==> src/rtl/prio_arb_pkg.sv <==
package prio_arb_pkg;
  localparam int PRIO_W = 3;
  localparam int WORD_W = 32;

  typedef logic [PRIO_W-1:0] prio_t;

  // Number of 32-bit words that hold one bit per source slot.
  function automatic int word_count(int n_src);
    return (n_src + WORD_W - 1) / WORD_W;
  endfunction

  // A priority must strictly exceed the floor to be considered.
  function automatic logic clears_floor(prio_t p, prio_t floor_p);
    return p > floor_p;
  endfunction

  // The upper (higher-numbered) half replaces the lower half only on a
  // strictly larger priority, which keeps ties on the lower identifier.
  function automatic logic upper_takes(logic lo_v, prio_t lo_p,
                                       logic hi_v, prio_t hi_p);
    return hi_v && (!lo_v || (hi_p > lo_p));
  endfunction
endpackage

==> src/rtl/prio_arb_eligible.sv <==
module prio_arb_eligible #(
  parameter int N_SRC = 40,
  parameter int VEC_W = 64
) (
  input  logic [VEC_W-1:0] pend_i,
  input  logic [VEC_W-1:0] held_i,
  input  logic [VEC_W-1:0] en_i,
  output logic [N_SRC-1:0] cand_o
);
  genvar s;
  generate
    for (s = 0; s < N_SRC; s++) begin : g_src
      if (s == 0) begin : g_reserved
        assign cand_o[s] = 1'b0;
      end else begin : g_live
        assign cand_o[s] = pend_i[s] & ~held_i[s] & en_i[s];
      end
    end

    if (VEC_W > N_SRC) begin : g_pad
      logic unused_pad;
      assign unused_pad = ^{pend_i[VEC_W-1:N_SRC], held_i[VEC_W-1:N_SRC],
                            en_i[VEC_W-1:N_SRC], pend_i[0], held_i[0], en_i[0]};
    end else begin : g_nopad
      logic unused_slot0;
      assign unused_slot0 = ^{pend_i[0], held_i[0], en_i[0]};
    end
  endgenerate
endmodule

==> src/rtl/prio_arb_tree.sv <==
module prio_arb_tree
  import prio_arb_pkg::*;
#(
  parameter int N_SRC = 40,
  parameter int ID_W  = 6
) (
  input  logic [N_SRC-1:0]        cand_i,
  input  logic [N_SRC*PRIO_W-1:0] prio_i,
  input  prio_t                   floor_i,
  output logic                    win_v_o,
  output logic [ID_W-1:0]         win_id_o
);
  localparam int LVL    = $clog2(N_SRC);
  localparam int LEAVES = 1 << LVL;
  localparam int NODES  = 2 * LEAVES;

  // Heap-ordered nodes: node n has children 2n and 2n+1, leaves start at LEAVES.
  logic            node_v  [1:NODES-1];
  prio_t           node_p  [1:NODES-1];
  logic [ID_W-1:0] node_id [1:NODES-1];

  genvar i, n;
  generate
    for (i = 0; i < LEAVES; i++) begin : g_leaf
      if (i < N_SRC) begin : g_real
        assign node_v[LEAVES+i]  = cand_i[i] &&
                                   clears_floor(prio_i[i*PRIO_W +: PRIO_W], floor_i);
        assign node_p[LEAVES+i]  = prio_i[i*PRIO_W +: PRIO_W];
        assign node_id[LEAVES+i] = ID_W'(i);
      end else begin : g_empty
        assign node_v[LEAVES+i]  = 1'b0;
        assign node_p[LEAVES+i]  = '0;
        assign node_id[LEAVES+i] = '0;
      end
    end

    for (n = 1; n < LEAVES; n++) begin : g_node
      logic pick_hi;
      assign pick_hi    = upper_takes(node_v[2*n], node_p[2*n],
                                      node_v[2*n+1], node_p[2*n+1]);
      assign node_v[n]  = node_v[2*n] | node_v[2*n+1];
      assign node_p[n]  = pick_hi ? node_p[2*n+1]  : node_p[2*n];
      assign node_id[n] = pick_hi ? node_id[2*n+1] : node_id[2*n];
    end
  endgenerate

  logic unused_root_p;
  assign unused_root_p = ^node_p[1];

  assign win_v_o  = node_v[1];
  assign win_id_o = node_v[1] ? node_id[1] : '0;
endmodule

==> src/rtl/prio_arb_context.sv <==
module prio_arb_context
  import prio_arb_pkg::*;
#(
  parameter int N_SRC = 40,
  parameter int VEC_W = 64,
  parameter int ID_W  = 6
) (
  input  logic                    clk,
  input  logic                    rst_n,
  input  logic [VEC_W-1:0]        pend_i,
  input  logic [VEC_W-1:0]        held_i,
  input  logic [VEC_W-1:0]        en_i,
  input  logic [N_SRC*PRIO_W-1:0] prio_i,
  input  prio_t                   floor_i,
  output logic [ID_W-1:0]         id_o,
  output logic                    req_o
);
  logic [N_SRC-1:0] cand;
  logic             win_v;
  logic [ID_W-1:0]  win_id;

  prio_arb_eligible #(.N_SRC(N_SRC), .VEC_W(VEC_W)) u_elig (
    .pend_i (pend_i),
    .held_i (held_i),
    .en_i   (en_i),
    .cand_o (cand)
  );

  prio_arb_tree #(.N_SRC(N_SRC), .ID_W(ID_W)) u_tree (
    .cand_i   (cand),
    .prio_i   (prio_i),
    .floor_i  (floor_i),
    .win_v_o  (win_v),
    .win_id_o (win_id)
  );

  always_ff @(posedge clk or negedge rst_n) begin
    if (!rst_n) begin
      id_o  <= '0;
      req_o <= 1'b0;
    end else begin
      id_o  <= win_id;
      req_o <= win_v;
    end
  end
endmodule

==> src/rtl/prio_irq_arbiter.sv <==
module prio_irq_arbiter
  import prio_arb_pkg::*;
#(
  parameter int N_SRC = 40,
  parameter int N_CTX = 2,
  localparam int VEC_W = word_count(N_SRC) * WORD_W,
  localparam int ID_W  = $clog2(N_SRC)
) (
  input  logic                    clk,
  input  logic                    rst_n,
  input  logic [VEC_W-1:0]        pend_i,
  input  logic [VEC_W-1:0]        held_i,
  input  logic [N_CTX*VEC_W-1:0]  en_i,
  input  logic [N_SRC*PRIO_W-1:0] prio_i,
  input  logic [N_CTX*PRIO_W-1:0] thr_i,
  output logic [N_CTX*ID_W-1:0]   claim_id_o,
  output logic [N_CTX-1:0]        irq_o
);
  genvar c;
  generate
    for (c = 0; c < N_CTX; c++) begin : g_ctx
      prio_arb_context #(.N_SRC(N_SRC), .VEC_W(VEC_W), .ID_W(ID_W)) u_ctx (
        .clk     (clk),
        .rst_n   (rst_n),
        .pend_i  (pend_i),
        .held_i  (held_i),
        .en_i    (en_i[c*VEC_W +: VEC_W]),
        .prio_i  (prio_i),
        .floor_i (thr_i[c*PRIO_W +: PRIO_W]),
        .id_o    (claim_id_o[c*ID_W +: ID_W]),
        .req_o   (irq_o[c])
      );
    end
  endgenerate
endmodule

==> config.mk <==
export PLATFORM = sky130hd
export DESIGN_NAME = prio_irq_arbiter
export DESIGN_NICKNAME = d
export VERILOG_FILES = /design/src/rtl/prio_arb_pkg.sv /design/src/rtl/prio_arb_eligible.sv /design/src/rtl/prio_arb_tree.sv /design/src/rtl/prio_arb_context.sv /design/src/rtl/prio_irq_arbiter.sv
export SDC_FILE = /design/constraint.sdc
export NUM_CORES = 1
export LEC_CHECK = 0
export BUFFER_PORTS_ARGS = -buffer_cell sky130_fd_sc_hd__buf_4
export CORE_ASPECT_RATIO = 1.25
export CORE_MARGIN = 2
export CORE_UTILIZATION = 45
export CTS_CLUSTER_DIAMETER = 120
export DETAILED_ROUTE_END_ITERATION = 8
export PLACE_DENSITY = 0.78
export SYNTH_ARGS = -nofsm -noshare
export SYNTH_HDL_FRONTEND = slang
export SYNTH_SLANG_ARGS = --single-unit
==> constraint.sdc <==
create_clock -name clk -period 0.8 [get_ports clk]
set_input_delay 0.16 -clock clk [delete_from_list [all_inputs] [get_ports clk]]
set_output_delay 0.16 -clock clk [all_outputs]
set_load 0.01 [all_outputs]
==> impl_metrics.py, run 1 <==
metrics = {
    "synthesis": {
        "yosys.area_share.simple": 0.2003,
        "yosys.area_share.xor_xnor": 0,
        "ys.flop_type": "dfrtp_1",
        "synth_enable_flop_cells": 0,
        "synth_cell_types": 89,
        "ys_ff_latch": 14,
        "synth.avg_cell_area_sq_um": 7.374,
        "async_reset_ff_frac": 1.000,
        "synth_cells": 1938,
        "synth_top_cell_area_share": 0.3371,
        "ys_top_cells_by_count": "ha_1, inv_1, a21oi_1",
        "ys_top_cells_by_area": "ha_1, mux2i_1, inv_1, a21oi_1, o21ai_0",
        "synth_area_leader_cell": "ha_1",
        "synth_top_family_by_area": "adder cells",
        "synthAdderAreaFrac": 0.3436,
        "muxShareOfSynthArea": 0.09438,
        "synth_nets": 2707,
        "ys_warn_count": 0,
        "syn_area_sq_mm": 0.01429,
        "yosysSeqAreaShare": 0.02451,
        "synthMostInstantiatedCell": "ha_1",
        "synth_compound_area_frac": 0.2753,
    },
    "clock_network": {
        "cts_root_buf": "clkbuf_16",
        "cts.sinks": 14,
        "htreeDepth": 1,
        "cts_buffer_depth": 2,
        "cts_buffers": 3,
    },
    "placed_design": {
        "dpl-instance-area_sq_mm": 0.02255,
        "port_buffers": 297,
        "gp_congestion": 0.9462,
        "dp_hpwl_mm": 47.42,
        "dp_cells": 3297,
    },
    "timing": {
        "grt_repair_worst_endpoint": "g_ctx[1].u_ctx.id_o[1]$_DFF_PN0_/D",
        "endpoint_type": "sequential cell input",
    },
    "grt": {
        "antenna_found_initial": 15,
        "grt_max_degree": 21,
    },
    "die": {
        "die_w_microns": 163.4,
        "ios": 398,
        "start_util": 0.4598,
        "rows": 72,
        "die_y_microns": 203.2,
    },
    "status": {
        "error": "[ERROR GRT-0183] Net _0786_: the 3D maze router ran out of legal paths (heap underflow) - the net is boxed in by local congestion or blockages.",
        "status": "did not finish",
        "haltStage": "global routing (5_1_grt)",
    },
}
==> stage by stage <==
step                      setup slack (ps)  utilization
after floorplan                      -7573            -
after global placement               -7327       0.7256
after detailed placement             -7584       0.7256
after CTS                            -7176       0.7750
==> cell families after synthesis <==
kind of cell             count (synthesis)
multiplexers                           128
buffers and inverters                  231
AO/OA/AOI/OAI                          602
adder cells (fa/ha/maj)                394
flip-flops                              14
AND/OR/NAND/NOR                        569
==> repair_timing <==
action / 4_1_cts
cloned: 3
endpoints found under the hold margin: 14
gates resized for setup: 160
endpoints found under the setup margin: 28
setup buffers: 86
pin swaps: 56
hold buffers: 1
==> run 2: changes to the inputs <==
Settings changed: CORE_ASPECT_RATIO 1.25 to default, CORE_UTILIZATION 45 to 30, CTS_CLUSTER_DIAMETER 120 to default, PLACE_DENSITY 0.78 to default, PLACE_DENSITY_LB_ADDON from default to 0.15.
==> run 2 against run 1 <==
The flow now finishes, with violations (setup timing); synthesized cell count did not move; synthesized area did not move.
==> impl_metrics.py, run 2 <==
metrics = {
    "cells_and_area": {
        "fillers": 4355,
        "diodes": 0,
        "area_growth_pct": 80.52,
        "largest_register_ffs": 12,
        "reg_top3": "g_ctx.u_ctx.id_o (12), g_ctx.u_ctx.req_o (2)",
        "final_cell_mix": "buf_4, ha_1, inv_1",
        "top_register": "g_ctx.u_ctx.id_o",
        "drive_gt1_frac": 0.4892,
        "final_nets": 3818,
        "final_common_cell": "buf_4",
    },
    "synthesis": {
        "ys_top_cells_by_count": "ha_1, inv_1, a21oi_1",
        "synth_cells": 1938,
        "ys_ff_latch": 14,
        "yosysSeqAreaShare": 0.02451,
        "ys.flop_type": "dfrtp_1",
        "synth_enable_flop_cells": 0,
        "syn_area_sq_mm": 0.01429,
        "synth_nets": 2707,
        "synth_top_cell_area_share": 0.3371,
        "synthMostInstantiatedCell": "ha_1",
        "synth_cell_types": 89,
        "synth_area_leader_cell": "ha_1",
        "ys_top_cells_by_area": "ha_1, mux2i_1, inv_1, a21oi_1, o21ai_0",
        "synth.avg_cell_area_sq_um": 7.374,
        "ys_warn_count": 0,
        "async_reset_ff_frac": 1.000,
    },
    "setup_path": {
        "crit_top_cell": "a21oi_2",
        "critical_path_class": "in2reg",
        "startpoint_type": "input pin",
        "slowest_delay_ps": 370,
        "endpoint_kind": "flop",
        "cp.arrival_ps": 8310,
        "crit_required_ps": 950,
        "cp_max_fo": 6,
        "crit_slowest_cell": "mux2_4",
    },
    "power_and_ir_drop": {
        "powerDensity_mw_per_mm2": 993.1,
        "p_leak_nw": 13.12,
        "ir_worst_vdd_uv": 812.8,
    },
    "placed_design": {
        "dp_hpwl_mm": 49.76,
        "port_buffers": 297,
        "gp_congestion": 0.9125,
    },
    "die": {
        "design.core.area_sq_mm": 0.04675,
        "ios": 398,
        "rows": 79,
        "start_util": 0.3057,
        "die_w_microns": 222.3,
        "dieArea_sq_mm": 0.04940,
        "die_y_microns": 222.3,
    },
    "detailed_routing": {
        "drt_pass1_iterations": 5,
        "wire_per_inst_microns": 16.44,
        "wirelength_mm": 60.07,
        "avgViaCountPerCell": 5.083,
        "ant_nets": 0,
        "highest_layer": "met4",
        "met3_length_mm": 1.645,
        "drt-met1-wl_mm": 27.24,
        "wl_met2_mm": 30.07,
        "drc": 0,
        "drt_iter0_markers": 833,
        "vias": 18580,
    },
    "timing": {
        "post-route-period-util": 10.20,
        "tightest_slew_ps": 581.4,
        "setup_viol": 28,
        "hold-worst-slack_ps": 302.7,
        "rsz0062_at_grt": "yes",
        "slew_headroom": 0.6083,
        "period_needed_ps": 8161,
        "finalMaxSlewViolations": 0,
        "max_freq_mhz": 122.5,
        "setup_slack_ps": -7361,
        "tns_ps": -92140,
        "hold_violations": 0,
    },
    "clock_network": {
        "cts_buffers": 3,
        "htreeDepth": 1,
        "cts.sinks": 14,
        "cts_buffer_depth": 2,
        "clk_pin_slew_ps": 50,
        "cts_root_buf": "clkbuf_16",
        "cts_tree": "yes",
    },
    "grt": {
        "gr-total-overflow": 0,
        "grt_max_degree": 23,
        "grt_first_pass_wirelength_mm": 94.28,
        "grt_pass1_vias": 19050,
        "track_usage": 0.2298,
        "antenna_found_initial": 1,
    },
    "flow_run": {
        "max-cap-violations": 0,
    },
    "status": {
        "status": "finished, violations left",
        "violations": "setup timing",
    },
    "hold_path": {
        "hold_class": "in2async",
    },
}
==> run 2: worst paths after layout <==
path / from / depth (start not counted) / end / slack (ps)
max in group asynchronous: rst_n / 2 / g_ctx[0].u_ctx.id_o[0] / 310
hold / removal: rst_n / 2 / g_ctx[0].u_ctx.id_o[2] / 300
min in group clk: en_i[98] / 6 / g_ctx[1].u_ctx.req_o / 710
setup / recovery: thr_i[4] / 48 / g_ctx[1].u_ctx.id_o[1] / -7360
==> run 2: area by class of cell <==
| cell class | instances | area [sq um] | area share |
|---|---|---|---|
| multi-input cells | 1693 | 14980 | 0.5807 |
| repair buffers | 1116 | 8770 | 0.3399 |
| well taps | 607 | 759.5 | 0.02944 |
| flip-flops and latches | 14 | 350.3 | 0.01358 |
| clock buffers | 4 | 88.84 | 0.003443 |
| inverters | 221 | 848.3 | 0.03288 |
==> run 2: metrics by stage <==
stage	power [W]	instances	area, sq um	setup slack [ps]	util
global route	0.02785	3655	25800	-7734	0.5518
global placement	0.01939	3539	23090	-7452	0.4939
finish	0.02562	3655	25800	-7361	0.5518
CTS	0.02349	3619	24430	-7222	0.5226
detailed placement	0.01989	3539	23090	-7752	0.4939
floorplan	0.01039	1938	14790	-7573	-
==> run 2: kinds of logic (layout without fill, tap and decap cells) <==
kind of cell | count (synthesis) | in the layout | synth area share
mux | 128 | 128 | 0.09438
fa+ha+maj | 394 | 394 | 0.3436
simple gates | 569 | 569 | 0.2003
compound gates | 602 | 602 | 0.2753
buf+inv | 231 | 1341 | 0.06190
flops | 14 | 14 | 0.02451
==> run 2: layer usage <==
layer | up-vias | GRT usage
met5 | - | 0
met4 | 0 | 0.04468
met3 | 63 | 0.01455
met2 | 315 | 0.4254
met1 | 8705 | 0.2921
li1 | 9494 | -
==> run 2: critical path: cells and delay by family <==
kind                       cells  cell delay [ps]
adders and majority gates      8             2210
and+or+nand+nor                9             1150
AOI/OAI and AO/OA             19             2870
buffers and inverters          9              960
muxes                          3              930
==> run 2: timing repair <==
action / in CTS / in global routing
pin swaps: 70 / 143
endpoints found under the setup margin: 28 / 28
resized for setup: 157 / 245
buffers inserted: 74 / 51
hold endpoints to repair: 14 / 0
hold buffers: 1 / 0
gates cloned: 2 / 0
==> run 2: report_power, final <==
group | leakage, nW | switching, W | internal, W
logic | 12.9 | 0.0107 | 0.0127
clock network | 0.0442 | 0.000344 | 0.000761
registers | 0.175 | 0.000142 | 0.000988
Power figures use the tool's default switching activity.
